===== config.mk =====
export PLATFORM = sky130hd
export DESIGN_NAME = prim_repeat_suppressor
export DESIGN_NICKNAME = d
export VERILOG_FILES = /design/src/rtl/prim_sup_pkg.sv /design/src/rtl/prim_repeat_tracker.sv /design/src/rtl/prim_align_sched.sv /design/src/rtl/prim_out_mux.sv /design/src/rtl/prim_repeat_suppressor.sv
export SDC_FILE = /design/constraint.sdc
export NUM_CORES = 1
export LEC_CHECK = 0
export ABC_AREA = 1
export ABC_CLOCK_PERIOD_IN_PS = 1800
export BUFFER_PORTS_ARGS = -buffer_cell sky130_fd_sc_hd__buf_4
export CORE_MARGIN = 2
export CORE_UTILIZATION = 45
export DETAILED_ROUTE_END_ITERATION = 6
export PLACE_DENSITY = 0.7
export SLEW_MARGIN = 25
export SYNTH_ARGS = -nofsm -noshare
export SYNTH_HDL_FRONTEND = slang
export SYNTH_SLANG_ARGS = --single-unit
export TNS_END_PERCENT = 1

===== constraint.sdc =====
create_clock -name clk -period 1.8 [get_ports clk]
set_input_delay 0.18 -clock clk [delete_from_list [all_inputs] [get_ports clk]]
set_output_delay 0.18 -clock clk [all_outputs]
set_load 0.1 [all_outputs]

===== src/rtl/prim_sup_pkg.sv =====
package prim_sup_pkg;

  typedef enum logic [1:0] {
    MODE_PASS   = 2'd0,
    MODE_ALIGN  = 2'd1,
    MODE_REPLAY = 2'd2
  } tx_mode_e;

  function automatic int cnt_w(input int n);
    return (n < 2) ? 1 : $clog2(n + 1);
  endfunction

endpackage


===== src/rtl/prim_repeat_tracker.sv =====
module prim_repeat_tracker
  import prim_sup_pkg::*;
#(
  parameter int DW  = 32,
  parameter int LIT = 2
) (
  input  logic          clk,
  input  logic          rst,
  input  logic          pass_fire,
  input  logic          pair_done,
  input  logic [DW-1:0] in_dword,
  input  logic          in_is_prim,
  output logic [DW-1:0] held_dword,
  output logic          sup_active,
  output logic          sup_match
);
  localparam int CW = cnt_w(LIT);
  localparam logic [CW-1:0] FULL = CW'(LIT);

  logic [CW-1:0] rep_q;
  logic [DW-1:0] held_q;
  logic          same_prim;

  assign same_prim = in_is_prim && (in_dword == held_q);

  always_ff @(posedge clk) begin
    if (rst) begin
      rep_q  <= '0;
      held_q <= '0;
    end else if (pass_fire) begin
      if (!in_is_prim) begin
        rep_q <= '0;
      end else if (rep_q != '0 && same_prim) begin
        if (rep_q != FULL) rep_q <= rep_q + CW'(1);
      end else begin
        held_q <= in_dword;
        rep_q  <= CW'(1);
      end
    end else if (pair_done && rep_q != FULL) begin
      rep_q <= '0;
    end
  end

  assign held_dword = held_q;
  assign sup_active = (rep_q == FULL);
  assign sup_match  = sup_active && same_prim;
endmodule


===== src/rtl/prim_align_sched.sv =====
module prim_align_sched
  import prim_sup_pkg::*;
#(
  parameter int LIT = 2
) (
  input  logic     clk,
  input  logic     rst,
  input  logic     align_req,
  input  logic     fire,
  input  logic     sup_active,
  output tx_mode_e mode,
  output logic     pair_done
);
  localparam int CW = cnt_w(LIT);
  localparam logic [CW-1:0] FULL = CW'(LIT);

  logic          half_q;
  logic [CW-1:0] rpl_q;

  always_comb begin
    if (half_q || align_req) mode = MODE_ALIGN;
    else if (rpl_q != '0)    mode = MODE_REPLAY;
    else                     mode = MODE_PASS;
  end

  assign pair_done = fire && half_q;

  always_ff @(posedge clk) begin
    if (rst) begin
      half_q <= 1'b0;
      rpl_q  <= '0;
    end else if (fire) begin
      unique case (mode)
        MODE_ALIGN: begin
          if (!half_q) begin
            half_q <= 1'b1;
          end else begin
            half_q <= 1'b0;
            rpl_q  <= sup_active ? FULL : '0;
          end
        end
        MODE_REPLAY: rpl_q <= rpl_q - CW'(1);
        default: ;
      endcase
    end
  end
endmodule


===== src/rtl/prim_out_mux.sv =====
module prim_out_mux
  import prim_sup_pkg::*;
#(
  parameter int          DW      = 32,
  parameter logic [DW-1:0] ALIGN_W = 32'h7B4A_4ABC,
  parameter logic [DW-1:0] CONT_W  = 32'h9999_AA7C
) (
  input  tx_mode_e      mode,
  input  logic          in_valid,
  input  logic [DW-1:0] in_dword,
  input  logic          in_is_prim,
  input  logic          out_ready,
  input  logic [DW-1:0] held_dword,
  input  logic          sup_match,
  output logic          out_valid,
  output logic [DW-1:0] out_dword,
  output logic          out_charisk,
  output logic          in_ready
);
  always_comb begin
    out_valid   = 1'b1;
    out_dword   = ALIGN_W;
    out_charisk = 1'b1;
    in_ready    = 1'b0;
    unique case (mode)
      MODE_REPLAY: out_dword = held_dword;
      MODE_PASS: begin
        out_valid   = in_valid;
        in_ready    = out_ready;
        out_dword   = sup_match ? CONT_W : in_dword;
        out_charisk = in_is_prim;
      end
      default: ;
    endcase
  end
endmodule


===== src/rtl/prim_repeat_suppressor.sv =====
module prim_repeat_suppressor
  import prim_sup_pkg::*;
#(
  parameter int            DW      = 32,
  parameter int            LIT     = 2,
  parameter logic [DW-1:0] ALIGN_W = 32'h7B4A_4ABC,
  parameter logic [DW-1:0] CONT_W  = 32'h9999_AA7C
) (
  input  logic          clk,
  input  logic          rst,
  input  logic          align_req,
  input  logic          in_valid,
  output logic          in_ready,
  input  logic [DW-1:0] in_dword,
  input  logic          in_is_prim,
  output logic          out_valid,
  input  logic          out_ready,
  output logic [DW-1:0] out_dword,
  output logic          out_charisk
);
  tx_mode_e      mode;
  logic          fire, pass_fire, pair_done;
  logic          sup_active, sup_match;
  logic [DW-1:0] held_dword;

  assign fire      = out_valid && out_ready;
  assign pass_fire = fire && (mode == MODE_PASS);

  prim_align_sched #(.LIT(LIT)) sched_i (
    .clk(clk), .rst(rst), .align_req(align_req), .fire(fire),
    .sup_active(sup_active), .mode(mode), .pair_done(pair_done)
  );

  prim_repeat_tracker #(.DW(DW), .LIT(LIT)) track_i (
    .clk(clk), .rst(rst), .pass_fire(pass_fire), .pair_done(pair_done),
    .in_dword(in_dword), .in_is_prim(in_is_prim), .held_dword(held_dword),
    .sup_active(sup_active), .sup_match(sup_match)
  );

  prim_out_mux #(.DW(DW), .ALIGN_W(ALIGN_W), .CONT_W(CONT_W)) mux_i (
    .mode(mode), .in_valid(in_valid), .in_dword(in_dword),
    .in_is_prim(in_is_prim), .out_ready(out_ready), .held_dword(held_dword),
    .sup_match(sup_match), .out_valid(out_valid), .out_dword(out_dword),
    .out_charisk(out_charisk), .in_ready(in_ready)
  );
endmodule


After elaboration in Yosys (flattened, before gate mapping)
Index checks and enable logic that the tools add are counted.

Bits in registers: 37. Bits in latches: 0. Bits in writable memories: 0. Memory bits (read-only): 0. Input bits: 38. Output and inout bits: 35. Logic and storage cells: 47. Memories kept: 0.

$add $sub $neg: 2. $mul: 0. Divide/modulo/power cells: 0. $lt $le $gt $ge: 0. Equal/unequal tests: 7. Shift operators: 0. Mux-type cells: 16. Bitwise logic cells: 1. Reductions and logical operators: 17.

Operator list (count): $pmux 32 s2 (1); $eq 32x32->1 (1); $mux 32 (1); $mux 2 (9); $reduce_bool 2->1 (4); $logic_and 1x1->1 (7); $reduce_and 3->1 (2); $eq 2x2->1 const B (2); $mux 1 (4); $ne 4x4->1 const B (1); $pmux 2 s2 (1); $reduce_and 2->1 (2); $add 2x1->2 const B (1); $eq 2x1->1 const B (1); $logic_not 2->1 (1); $ne 2x1->1 const B (1); $ne 2x2->1 const B (1); $sub 2x1->2 const B (1); $logic_or 1x1->1 (1); $not 1->1 (1).

Depth between registers and ports, before layout
Depth after elaboration: 10. Gate-level depth with buffers: 14. Mapped depth without buffers: 13.

Modules after synthesis
From an unflattened synthesis, not the netlist that was laid out.

Cell total of the unflattened synthesis: 558. Area total of the unflattened synthesis: 3069.2 um^2.

By module, submodules not included: prim_repeat_tracker (instances 1, cells an instance 360, area an instance 2160.8 um^2, seq. area each 680.7 um^2); prim_out_mux (instances 1, cells an instance 161, area an instance 698.2 um^2, seq. area each 0.0 um^2); prim_align_sched (instances 1, cells an instance 31, area an instance 187.7 um^2, seq. area each 60.1 um^2); prim_repeat_suppressor (instances 1, cells an instance 6, area an instance 22.5 um^2, seq. area each 0.0 um^2).

Worst setup path after synthesis
No wires, ideal clock.

Path kind: flip-flop to output port. Start point: register track_i.held_q[21], in the netlist track_i.held_dword[21]. End point: output port out_dword[0]. Data arrival time: 3.132 ns. Data required time: 1.620 ns. Path slack: -1.512 ns. Cell stages (with the launch flop): 12. Path buffers: 0. Cells stage by stage: dfxtp_1 > inv_1 > nand2_1 > nand2_1 > nor2_1 > nand2_1 > nor2_1 > nand2_1 > nor2_4 > nand3_4 > inv_2 > o31ai_1.

Cells in the longest elaborated chain, start to end: 5.

Ends and longest elaborated chain: start: declaration (line prim_repeat_tracker.sv:21) `logic [DW-1:0] held_q;`; start signal: assignment (line prim_repeat_tracker.sv:36) `held_q <= in_dword;`; $eq 32x32->1 (line prim_repeat_tracker.sv:24) `assign same_prim = in_is_prim && (in_dword == held_q);`; $logic_and 1x1->1 (line prim_repeat_tracker.sv:24); $logic_and 1x1->1 (line prim_repeat_tracker.sv:46) `assign sup_match = sup_active && same_prim;`; $mux 32 (line prim_out_mux.sv:30) `out_dword = sup_match ? CONT_W : in_dword;`; $pmux 32 s2 (line prim_out_mux.sv:25) `unique case (mode)`; end: declaration (line prim_repeat_suppressor.sv:18) `output logic [DW-1:0] out_dword,`.

Every way passes these cells.

Worst setup path after layout
Start point: register track_i.held_q[1], in the netlist track_i.held_dword[1]. End point: output port out_dword[2].

Same word-level chain as after synthesis.

==> impl_metrics.py <==
metrics = {
    "timing": {
        "tightestPinTransition_ns": 0.316,
        "layout_setup_ws_ns": -0.541,
        "min_period_ns": 2.34,
        "grt_setup_unrepaired": "true",
        "slew_violations": 0,
        "final-setup-viol-count": 35,
        "finalHoldViolCount": 0,
        "fin_setup_tns_ns": -15.34,
        "period_share": 1.30,
        "fin_skew_ns": 0.00363,
        "hold_slack_ns": 0.0781,
        "fmax_mhz": 427,
        "relSlewSlack": 0.790,
    },
    "yosys": {
        "ys_top_cells_by_count": "nand2_1, nor2_1, inv_1, o21ai_0, dfxtp_1",
        "synth_top_area_frac": 0.271,
        "yosysMostFrequentCell": "nand2_1",
        "syn_inst": 480,
        "synth_ff_type": "dfxtp_1",
        "synth_cell_types": 32,
        "synthArstFlopShare": 0,
        "yosysSeqAreaShare": 0.271,
        "synthTopCellsByArea": "dfxtp_1, nand2_1, nor2_1, inv_1, o21ai_0",
        "synth_top_area_cell": "dfxtp_1",
        "synth_area_sq_mm": 0.00274,
        "syn-num-nets": 521,
        "synth-seq-cells": 37,
        "syn_avg_cell_area_sq_um": 5.70,
        "yosys_warnings": 0,
        "synth_edf_count": 0,
    },
    "routing": {
        "routed_wire_length_per_instance_um": 15.2,
        "drc": 0,
        "vias_per_cell": 5.18,
        "postRouteAntennaNets": 0,
        "dr.pass1.iters": 5,
        "drt_iter0_markers": 277,
        "vias": 3811,
        "wl_um": 11200,
    },
    "setup_path": {
        "cp_common_cell": "nand2_1",
        "crit_chain": "inv_2 -> nand2_1 -> nand2_1 -> nor2_1 -> nand2_1 -> nor2_2 -> nand2_1 -> nor2_4 -> nand3_4 -> buf_6 -> a32oi_4 -> buf_12",
        "worst_setup_path_end_kind": "output pin",
        "criticalPathCategory": "flop to output pin",
        "cp_max_fo": 9,
        "cpPeakStageDelay_ns": 0.36,
        "r2r_cells": 14,
        "crit_arrival_ns": 2.16,
        "cp_slowest_cell": "dfxtp_2",
        "cp.required_ns": 1.62,
        "crit_path_start_kind": "flop",
    },
    "die": {
        "io_pins": 73,
        "start_util": 0.465,
        "dieArea_sq_mm": 0.00672,
        "die_y_um": 82.0,
        "rows": 28,
        "core_sq_mm": 0.00589,
        "die_w_um": 82.0,
    },
    "cts": {
        "clock_latency_ns": 0.30,
        "cts.reportedPaths.clkPinSlew_ns": 0.08,
        "numCtsBuffers": 5,
        "cts_max_level": 2,
        "cts_tree": "built",
        "cts_setup_buffers": 0,
        "cts-root-buf": "clkbuf_8",
        "clock_path_buffers": 2,
        "cts.sink_count": 37,
        "cts_hold_buffers": 0,
    },
    "placed_design": {
        "place_congestion": 0.919,
        "port_buffers": 72,
        "hpwl_um": 7880,
    },
    "grt": {
        "grt_pass1_vias": 3713,
        "grt.total_usage": 0.335,
        "grt_pass1_wl_um": 17100,
        "grt_start_max_net_pins": 27,
        "overflow": 0,
        "antenna_found_initial": 0,
    },
    "power": {
        "ir_worst_vdd_mv": 0.496,
        "p_leak_nw": 2.32,
        "powerDensity_mw_per_mm2": 654,
    },
    "finish": {
        "diodes": 0,
        "drive_gt1_frac": 0.460,
        "nets": 702,
        "synthToLayoutAreaGrowth_pct": 84.3,
        "final_core_util": 0.857,
    },
    "job": {
        "max_cap_viol_count": 0,
    },
    "outcome": {
        "outcome": "finished, violations left",
        "violations": "setup timing",
    },
    "min_path": {
        "hold_path.class": "input port to flop",
        "whs_path_depth": 2,
    },
}
==> sequential cells by signal, indices dropped and copies added (netlist names) <==
signal / flops
track_i.rep_q: 2
track_i.held_dword: 32
sched_i.half_q: 1
sched_i.rpl_q: 2
==> worst max-delay path: cells and delay by family (launching register included) <==
family | cells | cell delay [ns]
buf+inv | 3 | 0.45
simple gates | 8 | 0.83
compound gates | 1 | 0.22
flops | 1 | 0.36
==> layout make-up <==
type	instances	area, sq um
clock buffer	7	86.3
fill	371	840
inverter	77	297
multi-input combinational	349	2000
sequential	37	766
tap	75	93.8
timing repair buffer	191	1810
==> power by group <==
group          internal, mW  switching [mW]  leakage, nW  total, mW
registers             0.853          0.0239        0.310      0.877
clock network         0.305           0.328       0.0443      0.632
logic                 0.655            1.14         1.97       1.79
==> logic make-up after synthesis <==
logic type      share of synthesized area
compound gates                      0.176
xor+xnor                          0.00640
fa+ha+maj                          0.0137
buf+inv                             0.146
flops                               0.271
simple gates                        0.387
==> metal layers <==
layer,vias to the layer above,track usage,wire length [um]
met2,130,0.630,5810
met1,1787,0.376,4520
met5,-,0,0
li1,1870,-,-
met3,24,0.0637,639
met4,0,0.103,247
==> layout by cell type (no fill, tap or decap), types with 13 or more instances in the layout <==
cell and instances:
buf_12 22, nand2_1 107, o21ai_0 25, dfxtp_2 20, nor2_2 16, a21oi_2 13, nor2_1 86, o21ai_1 17
dfxtp_1 17, nand2_2 13, buf_4 146, o21ai_2 13, buf_6 20, inv_1 66
==> path summary, 6_finish.rpt <==
path / startpoint / endpoint / slack (ns)
min reg2reg: sched_i.rpl_q[1]$_SDFFE_PP0P_ / sched_i.rpl_q[1]$_SDFFE_PP0P_ / 0.48
max reg2reg: track_i.held_dword[5]$_SDFFE_PP0P_ / track_i.held_dword[25]$_SDFFE_PP0P_ / -0.03
max: track_i.held_dword[1]$_SDFFE_PP0P_ / out_dword[2] / -0.54
min: rst / track_i.rep_q[1]$_SDFFE_PP0P_ / 0.08
==> stage by stage <==
step | instance area [sq um] | std cells | total power [mW] | setup WS (ns)
detailed placement | 4490 | 729 | 2.45 | -0.301
global route | 5050 | 736 | 3.40 | -0.621
CTS | 4900 | 736 | 3.24 | -0.549
floorplan | 3000 | 480 | 1.95 | -0.491
finish | 5050 | 736 | 3.30 | -0.541
global placement | 4490 | 729 | 2.42 | -0.274
==> repair_timing <==
action	in CTS	in global routing
hold endpoints to repair	0	0
setup endpoints to repair	67	70
gates resized for setup	84	66
pin swaps	0	2
Power figures use the tool's default switching activity.
